File: config.mk
export PLATFORM = sky130hd
export DESIGN_NAME = adc_host_ctrl
export DESIGN_NICKNAME = d
export VERILOG_FILES = /design/src/rtl/adc_host_pkg.sv /design/src/rtl/adc_period_tick.sv /design/src/rtl/adc_busy_watch.sv /design/src/rtl/adc_sample_capture.sv /design/src/rtl/adc_host_ctrl.sv
export SDC_FILE = /design/constraint.sdc
export NUM_CORES = 1
export LEC_CHECK = 0
export BUFFER_PORTS_ARGS = -buffer_cell sky130_fd_sc_hd__buf_4
export CAP_MARGIN = 20
export CORE_MARGIN = 2
export CORE_UTILIZATION = 48
export DETAILED_ROUTE_END_ITERATION = 8
export PLACE_DENSITY = 0.79
export SLEW_MARGIN = 20
export SYNTH_ARGS = -nofsm -noshare
export SYNTH_HDL_FRONTEND = slang
export SYNTH_SLANG_ARGS = --single-unit
File: constraint.sdc
create_clock -name clk -period 3 [get_ports clk]
set_input_delay 0.6 -clock clk [delete_from_list [all_inputs] [get_ports clk]]
set_output_delay 0.6 -clock clk [all_outputs]
set_load 0.02 [all_outputs]
File: src/rtl/adc_host_pkg.sv
package adc_host_pkg;
  localparam int CNT_W = 8;

  typedef enum logic [3:0] {
    ST_RST, ST_OFS_SET, ST_OFS_WR, ST_OFS_HOLD,
    ST_IDLE, ST_CONV, ST_WAIT, ST_READ, ST_GAP
  } host_st_e;

  // True on the last cycle of a span that lasts w cycles, counted from c = 0
  function automatic logic span_done(input logic [CNT_W-1:0] c, input int unsigned w);
    return ({24'd0, c} + 32'd1) >= w;
  endfunction
endpackage

File: src/rtl/adc_period_tick.sv
module adc_period_tick #(
  parameter int PW = 16
) (
  input  logic          clk,
  input  logic          rst_n,
  input  logic          en,
  input  logic [PW-1:0] period,
  output logic          tick
);
  logic [PW-1:0] cnt;

  assign tick = en && (period != '0) && (cnt == period - 1'b1);

  always_ff @(posedge clk) begin
    if (!rst_n)                       cnt <= '0;
    else if (!en || period == '0)     cnt <= '0;
    else if (tick)                    cnt <= '0;
    else                              cnt <= cnt + 1'b1;
  end


  tick_spacing_chk: assert property (@(posedge clk) disable iff (!rst_n)
    (tick && period > 1) |=> (!tick || !$stable(period)));
endmodule

File: src/rtl/adc_busy_watch.sv
module adc_busy_watch #(
  parameter int TW = 12
) (
  input  logic          clk,
  input  logic          rst_n,
  input  logic          clr,
  input  logic          arm,
  input  logic          run,
  input  logic          busy_in,
  input  logic [TW-1:0] lim,
  output logic          conv_done,
  output logic          tmo_hit,
  output logic          err
);
  logic [TW-1:0] cnt;
  logic          seen_low;

  assign conv_done = seen_low && busy_in;
  assign tmo_hit   = run && !conv_done && (cnt >= lim);

  always_ff @(posedge clk) begin
    if (!rst_n) begin
      cnt <= '0; seen_low <= 1'b0; err <= 1'b0;
    end else begin
      if (clr) begin
        cnt <= '0; seen_low <= 1'b0;
      end else begin
        if (run && cnt != '1) cnt <= cnt + 1'b1;
        if (arm && !busy_in)  seen_low <= 1'b1;
      end
      if (tmo_hit) err <= 1'b1;
    end
  end


  err_sticky_chk: assert property (@(posedge clk) disable iff (!rst_n)
    err |=> err);
endmodule

File: src/rtl/adc_sample_capture.sv
module adc_sample_capture #(
  parameter int DW = 14
) (
  input  logic          clk,
  input  logic          rst_n,
  input  logic          cap,
  input  logic          delayed,
  input  logic [DW:0]   bus_in,
  output logic [DW-1:0] data,
  output logic          ovr,
  output logic          valid
);
  logic primed;

  always_ff @(posedge clk) begin
    if (!rst_n) begin
      primed <= 1'b0; valid <= 1'b0; data <= '0; ovr <= 1'b0;
    end else begin
      valid <= cap && (!delayed || primed);
      if (cap) begin
        primed <= 1'b1;
        data   <= bus_in[DW-1:0];
        ovr    <= bus_in[DW];
      end
    end
  end


  valid_pulse_chk: assert property (@(posedge clk) disable iff (!rst_n)
    valid |=> !valid);
endmodule

File: src/rtl/adc_host_ctrl.sv
module adc_host_ctrl
  import adc_host_pkg::*;
#(
  parameter int DW       = 14,
  parameter int PERIOD_W = 16,
  parameter int TMO_W    = 12,
  parameter int RST_W    = 2,
  parameter int CNV_W    = 2,
  parameter int WR_W     = 2,
  parameter int SETTLE_W = 2
) (
  input  logic                clk,
  input  logic                rst_n,
  input  logic                lat_delayed,
  input  logic                offset_en,
  input  logic [DW-1:0]       offset_word,
  input  logic [PERIOD_W-1:0] period,
  input  logic [TMO_W-1:0]    busy_limit,
  input  logic                req,
  output logic                cnv_rst_n,
  output logic                cnv_start_n,
  input  logic                cnv_busy,
  output logic                cnv_cs_n,
  output logic                cnv_rd_n,
  output logic                cnv_wr,
  input  logic [DW:0]         cnv_dq_in,
  output logic [DW-1:0]       cnv_dq_out,
  output logic                cnv_dq_oe,
  output logic [DW-1:0]       smp_data,
  output logic                smp_ovr,
  output logic                smp_valid,
  output logic                busy_err,
  output logic                ready
);
  localparam logic [CNT_W-1:0] CNT_MAX = '1;

  host_st_e         st, st_nx;
  logic [CNT_W-1:0] cnt;
  logic             pend;

  // named internal events
  logic tick, trig, start_ev, cap_ev, conv_done, tmo_hit, in_ofs;

  assign trig     = req | tick;
  assign start_ev = (st == ST_IDLE) && (pend || trig);
  assign cap_ev   = (st == ST_READ) && span_done(cnt, SETTLE_W);
  assign in_ofs   = (st == ST_OFS_SET) || (st == ST_OFS_WR) || (st == ST_OFS_HOLD);

  adc_period_tick #(.PW(PERIOD_W)) u_tick (
    .clk(clk), .rst_n(rst_n), .en(ready), .period(period), .tick(tick)
  );

  adc_busy_watch #(.TW(TMO_W)) u_watch (
    .clk(clk), .rst_n(rst_n), .clr(start_ev),
    .arm((st == ST_CONV) || (st == ST_WAIT)), .run(st == ST_WAIT),
    .busy_in(cnv_busy), .lim(busy_limit),
    .conv_done(conv_done), .tmo_hit(tmo_hit), .err(busy_err)
  );

  adc_sample_capture #(.DW(DW)) u_cap (
    .clk(clk), .rst_n(rst_n), .cap(cap_ev), .delayed(lat_delayed),
    .bus_in(cnv_dq_in), .data(smp_data), .ovr(smp_ovr), .valid(smp_valid)
  );

  always_comb begin
    st_nx = st;
    unique case (st)
      ST_RST:      if (span_done(cnt, RST_W)) st_nx = offset_en ? ST_OFS_SET : ST_IDLE;
      ST_OFS_SET:  st_nx = ST_OFS_WR;
      ST_OFS_WR:   if (span_done(cnt, WR_W)) st_nx = ST_OFS_HOLD;
      ST_OFS_HOLD: st_nx = ST_IDLE;
      ST_IDLE:     if (start_ev) st_nx = ST_CONV;
      ST_CONV:     if (span_done(cnt, CNV_W)) st_nx = ST_WAIT;
      ST_WAIT:     if (conv_done) st_nx = ST_READ;
                   else if (tmo_hit) st_nx = ST_IDLE;
      ST_READ:     if (cap_ev) st_nx = ST_GAP;
      ST_GAP:      st_nx = ST_IDLE;
      default:     st_nx = ST_RST;
    endcase
  end

  always_ff @(posedge clk) begin
    if (!rst_n) begin
      st <= ST_RST; cnt <= '0; pend <= 1'b0;
    end else begin
      st <= st_nx;
      if (st_nx != st)         cnt <= '0;
      else if (cnt != CNT_MAX) cnt <= cnt + 1'b1;
      if (start_ev)  pend <= 1'b0;
      else if (trig) pend <= 1'b1;
    end
  end

  assign cnv_rst_n   = (st != ST_RST);
  assign cnv_start_n = (st != ST_CONV);
  assign cnv_rd_n    = (st != ST_READ);
  assign cnv_cs_n    = !(in_ofs || st == ST_READ);
  assign cnv_wr      = (st == ST_OFS_WR);
  assign cnv_dq_oe   = in_ofs;
  assign cnv_dq_out  = offset_word;
  assign ready       = !(in_ofs || st == ST_RST);


  no_bus_fight_chk: assert property (@(posedge clk) disable iff (!rst_n)
    cnv_dq_oe |-> cnv_rd_n);

  init_quiet_chk: assert property (@(posedge clk) disable iff (!rst_n)
    !cnv_rst_n |-> (cnv_start_n && cnv_cs_n && !cnv_wr && !smp_valid));

  wr_framed_chk: assert property (@(posedge clk) disable iff (!rst_n)
    cnv_wr |-> (!cnv_cs_n && cnv_dq_oe));

  read_after_busy_chk: assert property (@(posedge clk) disable iff (!rst_n)
    $fell(cnv_rd_n) |-> cnv_busy);

  rd_release_chk: assert property (@(posedge clk) disable iff (!rst_n)
    $rose(cnv_rd_n) |=> cnv_rd_n);
endmodule

======== After elaboration in Yosys (flattened, before gate mapping) ========
Cells that the tools add are included.
cells by class
  eq/ne operators ......................... 14
  add/subtract/negate cells ............... 5
  reductions and logical operators ........ 31
  order comparisons ....................... 2
  multiplexer cells ....................... 9
  bitwise logic cells ..................... 2
operators with widths
  kind                                                                    count
  4-bit case mux with 8 select lines                                      1
  4-bit 2-to-1 mux                                                        7
  16-bit by 1-bit adder with 16-bit output (second input constant)        1
  16-bit equality test                                                    1
  4-bit by 3-bit equality test with 1-bit output (second input constant)  4
  16-bit zero test                                                        1
  16-bit nonzero test                                                     1
  16-bit by 1-bit subtractor with 16-bit output (second input constant)   1
  12-bit by 1-bit adder with 12-bit output (second input constant)        1
  12-bit >= comparator                                                    1
  12-bit != test (second input constant)                                  1
  1-bit logical AND                                                       10
  8-bit by 1-bit adder with 9-bit output (second input constant)          1
  9-bit by 2-bit >= comparator with 1-bit output (second input constant)  1
  8-bit by 1-bit adder with 8-bit output (second input constant)          1
  4-bit by 2-bit equality test with 1-bit output (second input constant)  2
  1-bit logical OR                                                        8
  4-bit by 3-bit != test with 1-bit output (second input constant)        2
  8-bit != test (second input constant)                                   1
  2-bit OR reduction                                                      3
  1-bit zero test                                                         5
  4-bit by 1-bit equality test with 1-bit output (second input constant)  1
  4-bit equality test (second input constant)                             1
  4-bit zero test                                                         1
  other kinds (6)                                                         6
word-level totals
  flip-flop bits (word level) ............. 60
  output and inout bits ................... 38
  input bits .............................. 63

======== Longest topological paths before layout ========
Gate-level depths: netlist of run 1.
  depth after elaboration ................. 14
  gate-level depth with buffers ........... 11
  mapped depth without buffers ............ 10

======== Modules after synthesis ========
From an unflattened synthesis of run 1, not the netlist that was laid out.
unflattened totals
  cell total of the unflattened synthesis .. 491
  area, all modules ....................... 4098.9 µm²
modules (own cells, without submodules)
  module              area an instance (µm²)  times used  cells an instance
  adc_period_tick     1316.3                  1           167
  adc_host_ctrl       1131.1                  1           144
  adc_busy_watch      1011.0                  1           126
  adc_sample_capture  640.6                   1           54

======== Worst setup path after synthesis of run 1 ========
No wires, ideal clock.
  kind .................................... input-to-reg
  from .................................... in period[7]
  to ...................................... reg u_watch.cnt[11]
  setup time .............................. 0.115 ns
  required time ........................... 2.885 ns
  stages on the path ...................... 10
  arrival time ............................ 2.834 ns
  slack ................................... 0.051 ns
  cells stage by stage .................... clkbuf_1 > nor4_1 > and3_1 > mux2_2 > nor4_1 > o2111ai_2 > o21a_4 > o21ai_4 > buf_6 > nor2_1
between the ends
  word-level cells in the longest chain between the ends .. 7
  elaborated cells on any way between the ends .. 9
ends and longest elaborated chain
  what                                                                                  RTL line               RTL
  from (decl)                                                                           adc_host_ctrl.sv:17    input logic [PERIOD_W-1:0] period,
  16-bit by 1-bit subtractor with 16-bit output or 16-bit nonzero test (tied branches)  adc_period_tick.sv:12  assign tick = en && (period != '0) && (cnt == period - 1'b1);
  16-bit equality test or 1-bit logical AND (tied branches)                             adc_period_tick.sv:12
  1-bit logical AND *                                                                   adc_period_tick.sv:12
  1-bit bitwise OR *                                                                    adc_host_ctrl.sv:44    assign trig = req | tick;
  1-bit logical OR *                                                                    adc_host_ctrl.sv:45    assign start_ev = (st == ST_IDLE) && (pend || trig);
  1-bit logical AND *                                                                   adc_host_ctrl.sv:45
  2-bit OR reduction (no line) *                                                        --
  to (signal assigned)                                                                  adc_busy_watch.sv:28   if (run && cnt != '1) cnt <= cnt + 1'b1;
  to (decl)                                                                             adc_busy_watch.sv:15   logic [TW-1:0] cnt;
Mark *: on every way between the ends. The rest lies on a longest branch, timed or not.
A chain may end at the register's enable or synchronous reset.

======== Worst setup path in the final report of run 1 ========
  from .................................... in period[6]
  to ...................................... reg cnt[5]
between the ends
  word-level cells in the longest chain between the ends .. 10
  elaborated cells on any way between the ends .. 12
ends and longest elaborated chain
  what                                                                                  RTL line               RTL
  16-bit by 1-bit subtractor with 16-bit output or 16-bit nonzero test (tied branches)  adc_period_tick.sv:12
  16-bit equality test or 1-bit logical AND (tied branches)                             adc_period_tick.sv:12
  1-bit logical AND *                                                                   adc_period_tick.sv:12
  1-bit bitwise OR *                                                                    adc_host_ctrl.sv:44
  1-bit logical OR *                                                                    adc_host_ctrl.sv:45
  1-bit logical AND *                                                                   adc_host_ctrl.sv:45
  4-bit 2-to-1 mux *                                                                    adc_host_ctrl.sv:72    ST_IDLE: if (start_ev) st_nx = ST_CONV;
  4-bit case mux with 8 select lines *                                                  adc_host_ctrl.sv:67    unique case (st)
  4-bit != test *                                                                       adc_host_ctrl.sv:87    if (st_nx != st) cnt <= '0;
  2-bit OR reduction (no line) *                                                        --
  to (signal assigned)                                                                  adc_host_ctrl.sv:88    else if (cnt != CNT_MAX) cnt <= cnt + 1'b1;
  to (decl)                                                                             adc_host_ctrl.sv:38    logic [CNT_W-1:0] cnt;
Marks and branches as above.

==> results.txt, run 1 <==
status -> completed
Num CTS Buffers -> 9
die area -> 8300 µm²
Worst-Skew Late Latency -> 330 ps
fin area -> 4470 µm²
Area growth syn-to-layout -> 22.7%
Bufs and invs on worst path -> 2
TritonRoute pass-1 iters -> 4
CP required -> 3200 ps
cts hold-fix bufs -> 0
RePlAce Congestion -> 0.896
post-synthesis cell count -> 453
CP Launch Type -> primary input
top cell family by delay on the critical path -> compound AO/OA/AOI/OAI gates
HP Class -> register to register
leakage -> 1.83 nW
Routed WL per cell -> 13.5 µm
Die Wd -> 91.1 µm
power per standard cell area -> 528 nW/µm²
Worst slew margin -> 35.1%
root buffer cell -> clkbuf_8
maximum VDD drop -> 0.000282 V
drt via density -> 5.36
worst-path fanout max -> 8
Boundary Pins -> 101
largest net degree at the start of global routing -> 23
Routed Antenna Nets -> 0
CTS clock-pin slew for the worst setup and hold paths -> 70 ps
mapped cell area -> 3640 µm²
syn_nets -> 533
CTS resizes -> 0
Least-Margin Pin Slew -> 970 ps
flop and latch count out of synthesis -> 60
EDFF count, synth -> 0
Sw Ratio -> 32.4%
Placed Instances -> 608
crit path cell chain -> buf_4 -> nor4_1 -> buf_4 -> and4b_1 -> mux2_2 -> a31oi_1 -> o2111ai_2 -> o21a_4 -> o21ai_4 -> a221oi_1
Routed WL -> 8.39 mm
global route overflow -> 0
prevailing post-synth register cell -> dfxtp_1
CP max stage delay -> 400 ps
Crit-path slowest cell -> nor4_1
dpl ws -> -115 ps
H-tree Lvls -> 3
distinct cell type count after synthesis -> 55
sequential area share after synthesis -> 33.0%
Sink Count -> 60
max frequency -> 359 MHz
Max Buffers Root-to-Sink -> 2
Initial Util -> 50.0%
Hold WS -> 457 ps
Synth async-reset ratio -> 0%
setup slack after layout -> 216 ps
Cell Count, Final, Fillers Out -> 623
internal power -> 1.59 mW
Clk pwr share -> 32.7%
Setup CP Type -> primary input to register
global-route wire length before repair -> 14.7 mm
# setup viols final -> 0
Flop pwr share -> 37.9%
routed vias -> 3,338
IO buf count -> 72
layout cells sized above 1 -> 21.8%
Yosys warning count -> 0
switching pwr -> 0.764 mW
Inserted Diodes -> 0
minimum clock period after layout -> 2780 ps
antenna violations before repair -> 0
crit end category -> register
Total GRT Usage -> 21.2%
final core occ -> 61.3%
Max Cap Viol -> 0
Final Max Tran Viols -> 0
RSZ-0062 raised after global routing -> no
fin nets -> 600
Worst Path Arrival -> 2980 ps
CTS tree -> done
Die Height -> 91.1 µm
cell row count -> 31
Avg Inst Size Synth -> 8.04 µm²
Comb pwr share -> 29.4%
initial drt markers -> 139
Remaining DRCs -> 0
commonest non-fill, non-tap cell in the layout -> buf_4
vias in the first global route -> 3,259
core box area -> 7290 µm²
highest-count cells in the layout ignoring fill and taps -> buf_4 (84), dfxtp_1 (60), nor2_1 (55)
final-report hold violation count -> 0
clock skew -> 7.80 ps
postcts setup bufs -> 0
detailed placement HPWL -> 6.42 mm
most used cell, CP -> buf_4
dpl cell area -> 4260 µm²
crit share post-route -> 92.8%
[path summary, 6_finish.rpt]
check / to / start / slack [ps] / depth (start not counted)
max: cnt[5]$_SDFFE_PP0N_ / period[6] / 220 / 10
min: u_cap.data[2]$_SDFFE_PN0P_ / u_cap.data[2]$_SDFFE_PN0P_ / 460 / 2
max reg2reg: cnt[5]$_SDFFE_PP0N_ / cnt[0]$_SDFFE_PP0N_ / 380 / 9
min reg2reg: u_cap.data[2]$_SDFFE_PN0P_ / u_cap.data[2]$_SDFFE_PN0P_ / 460 / 2
[cells by family (layout without fill, tap and decap cells)]
family | count (synthesis) | after routing | share of synthesized area (%)
and+or+nand+nor | 197 | 197 | 26.8
AOI/OAI and AO/OA | 74 | 74 | 14.2
DFF | 60 | 60 | 33.0
buffers and inverters | 51 | 122 | 6.94
xor gates and xnor gates | 49 | 49 | 11.8
adders and majority gates | 17 | 17 | 5.84
muxes | 5 | 5 | 1.48
[registers in the layout (all words and copies together) (netlist names)]
| register | cells |
|---|---|
| u_cap.valid | 1 |
| pend | 1 |
| st | 4 |
| u_cap.data | 14 |
| u_tick.cnt | 16 |
| cnt | 8 |
| u_watch.cnt | 12 |
| u_watch.seen_low | 1 |
| u_watch.err | 1 |
| u_cap.primed | 1 |
| u_cap.ovr | 1 |
[synthesized netlist by cell type (7+ instances only)]
library cell | number | area share (%)
nor3_1 | 7 | 0.96
and3_1 | 10 | 1.7
a211oi_1 | 10 | 2.1
nand4_1 | 10 | 1.7
dfxtp_1 | 60 | 33
ha_1 | 17 | 5.8
a21oi_1 | 26 | 3.6
nand3_1 | 21 | 2.9
clkbuf_1 | 14 | 1.4
nor2_1 | 55 | 5.7
xnor2_1 | 22 | 5.3
inv_1 | 21 | 2.2
buf_4 | 14 | 2.9
nand2_1 | 52 | 5.4
xor2_1 | 27 | 6.5
[per-layer routing]
| layer | up-vias | part of all wire [%] | GRT usage, % |
|---|---|---|---|
| met5 | - | 0 | 0 |
| met4 | 0 | 1.1 | 7.70 |
| met3 | 11 | 4.4 | 4.07 |
| met2 | 77 | 50 | 36.5 |
| met1 | 1557 | 45 | 26.2 |
| li1 | 1693 | - | - |
[worst min-delay path: stages, from the launching register on]
cell	delay, ps
dfxtp_1	310
nand2_1	50
a21oi_1	50
[layout make-up]
cell class	count	area, µm²
fillers	651	2820
multi-input cells	342	2190
well taps	99	124
clock inverters	5	77.6
inverters	21	78.8
flip-flops and latches	60	1200
clock buffers	10	128
repair buffers	86	671
[per-stage QoR]
step / TNS (ps) / power [mW]
6_report: 0 / 2.36
5_1_grt: 0 / 2.49
4_1_cts: 0 / 2.38
3_5_place_dp: -1550 / 1.60
3_3_place_gp: -179 / 1.59
2_1_floorplan: 0 / 1.37
[power by group through the flow]
stage / clock, mW / sequential, mW / combinational [mW]
6_report: 0.771 / 0.894 / 0.692
2_1_floorplan: 0 / 0.883 / 0.482
4_1_cts: 0.788 / 0.894 / 0.695
3_3_place_gp: 0 / 0.909 / 0.677
3_5_place_dp: 0 / 0.911 / 0.691
5_1_grt: 0.827 / 0.904 / 0.762
(Power assumes the default switching activity.)
==> run 2: changes to the inputs <==
--- a/config.mk
+++ b/config.mk
@@ -10,6 +10,7 @@
 export CORE_MARGIN = 2
 export CORE_UTILIZATION = 48
 export DETAILED_ROUTE_END_ITERATION = 8
+export GPL_TIMING_DRIVEN = 0
 export PLACE_DENSITY = 0.79
 export SLEW_MARGIN = 20
 export SYNTH_ARGS = -nofsm -noshare
==> run 2 against run 1 <==
Fmax fell by 1.8%. Wire length increased by 5.8%. Sequential power down 2%. Largest cell class unchanged. Combinational power up 6.8%. Non-clock buffer count up 29. Clock skew is 2.4 ps lower. Final area rose by 4.8%. Largest power group unchanged. Hold slack improved by 3.6 ps. Final cell count increased by 4.7%.
==> results.txt, run 2 (synthesized netlist as in run 1, its figures left out) <==
status -> completed
Sink Count -> 60 (unchanged)
RSZ-0062 raised after global routing -> no
RePlAce Congestion -> 0.857 (-4.3%)
Final TNS setup -> 0 ps (unchanged)
largest net degree at the start of global routing -> 11 (-52%)
max frequency -> 353 MHz (-1.8%)
antenna violations before repair -> 0 (unchanged)
Total GRT Usage -> 20.9% (-0.22 points)
cts hold-fix bufs -> 0 (unchanged)
final-report hold violation count -> 0 (unchanged)
die area -> 8300 µm² (unchanged)
Register Area -> 1200 µm² (unchanged)
vias in the first global route -> 3,373 (+3.5%)
fin nets -> 629 (+4.8%)
Boundary Pins -> 101 (unchanged)
Max Cap Viol -> 0 (unchanged)
global route overflow -> 0 (unchanged)
commonest non-fill, non-tap cell in the layout -> buf_4
Routed WL -> 8.87 mm (+5.8%)
crit share post-route -> 94.5% (+1.7 points)
Multi-input gate area -> 2230 µm² (+1.7%)
Num CTS Buffers -> 9 (unchanged)
worst-path fanout max -> 9 (+1)
Die Wd -> 91.1 µm (unchanged)
Top reg by flops -> u_tick.cnt
H-tree Lvls -> 3 (unchanged)
total power after layout -> 2.46 mW (+4.5%)
routed vias -> 3,503 (+4.9%)
minimum clock period after layout -> 2830 ps (+50.8 ps)
IO buf count -> 84 (+17%)
crit end category -> register
drt via density -> 5.37 (+0.28%)
Largest register FFs -> 16 (unchanged)
# fillers -> 657 (+0.92%)
initial drt markers -> 148 (+6.5%)
HP Class -> register to register
Remaining DRCs -> 0 (unchanged)
Hold Path Depth -> 2 (unchanged)
root buffer cell -> clkbuf_8
Setup CP Type -> primary input to register
Least-Margin Pin Slew -> 641 ps (-329 ps)
# setup viols final -> 0 (unchanged)
Max Buffers Root-to-Sink -> 2 (unchanged)
Die Height -> 91.1 µm (unchanged)
core box area -> 7290 µm² (unchanged)
global-route wire length before repair -> 14.4 mm (-2.2%)
Hold WS -> 461 ps (+3.59 ps)
CTS clock-pin slew for the worst setup and hold paths -> 70 ps (about the same)
TritonRoute pass-1 iters -> 5 (+1)
Worst Path Arrival -> 3030 ps (+50 ps)
leakage -> 1.93 nW (+5.7%)
detailed placement HPWL -> 6.74 mm (+5.1%)
setup slack after layout -> 165 ps (-50.8 ps)
Area growth syn-to-layout -> 28.5%
final core occ -> 64.2% (+2.9 points)
power per standard cell area -> 526 nW/µm² (-0.27%)
Initial Util -> 50.0% (unchanged)
maximum VDD drop -> 0.000302 V (+7.4%)
layout cells sized above 1 -> 24.2% (+2.5 points)
CTS tree -> done
Worst slew margin -> 56.7% (+22 points)
Final Max Tran Viols -> 0 (unchanged)
Largest regs -> u_tick.cnt x16, u_cap.data x14, u_watch.cnt x12
CP required -> 3200 ps (about the same)
R2R cell count -> 9 (unchanged)
Inserted Diodes -> 0 (unchanged)
Worst-Skew Late Latency -> 330 ps (about the same)
clock skew -> 5.36 ps (-2.44 ps)
CP Launch Type -> primary input
Routed Antenna Nets -> 0 (unchanged)
highest-count cells in the layout ignoring fill and taps -> buf_4 (100), dfxtp_1 (60), nor2_1 (55)
dpl ws -> -496 ps (-381 ps)
cell row count -> 31 (unchanged)
Routed WL per cell -> 13.6 µm (+1.1%)
-- run 2: cell count changes in the layout (fill, tap and decap cells not counted), sizes merged --
cell | before | now
buf | 86 | 102
clkbuf | 10 | 25
clkinv | 2 | 1
clkinvlp | 1 | 0
-- run 2: metrics by stage --
step | cells | instance area (µm²)
floorplan | 453 | 3640
global placement | 636 | 4400
detailed placement | 636 | 4400
CTS | 651 | 4650
global route | 652 | 4680
finish | 652 | 4680
-- run 2: power breakdown --
group,internal [mW],switching (mW),total (mW)
registers,0.835,0.0395,0.875
clock network,0.533,0.318,0.851
logic,0.297,0.441,0.739
-- run 2: final timing paths --
kind	from	end	slack, ps
max	period[7]	cnt[5]$_SDFFE_PP0N_	170
min	u_cap.data[10]$_SDFFE_PN0P_	u_cap.data[10]$_SDFFE_PN0P_	460
max reg2reg	cnt[0]$_SDFFE_PP0N_	cnt[5]$_SDFFE_PP0N_	330
min reg2reg	u_cap.data[10]$_SDFFE_PN0P_	u_cap.data[10]$_SDFFE_PN0P_	460
-- run 2: worst max-delay path: stages --
cell	delay (ps)
clkbuf_1	190
nor4_4	400
and3_1	240
mux2_2	350
nor4_2	300
o2111ai_2	230
o21a_4	310
o21ai_4	270
a221oi_1	130
-- run 2: layer usage --
layer  wire (µm)  global-route usage (%)  vias up
met3         475                    3.82       17
met4         156                    8.96        0
met1        3790                    24.3     1631
met2        4450                    37.5       98
met5           0                       0        -
li1            -                       -     1757
-- run 2: final cells by class --
type                            instances  area share [%]
Multi-Input combinational cell        342            47.6
Sequential cell                        60            25.7
Timing Repair Buffer                   86            13.8
Buffer                                 29            3.66
Clock buffer                           12            3.53
Tap cell                               99            2.65
Inverter                               21            1.68
Clock inverter                          3            1.47
-- run 2: what timing repair did --
item / 4_1_cts / 5_1_grt
gates resized for setup: 2 / 5
pin swaps: 0 / 1
buffers inserted: 0 / 2
gates cloned: 0 / 0
endpoints found under the setup margin: 28 / 36
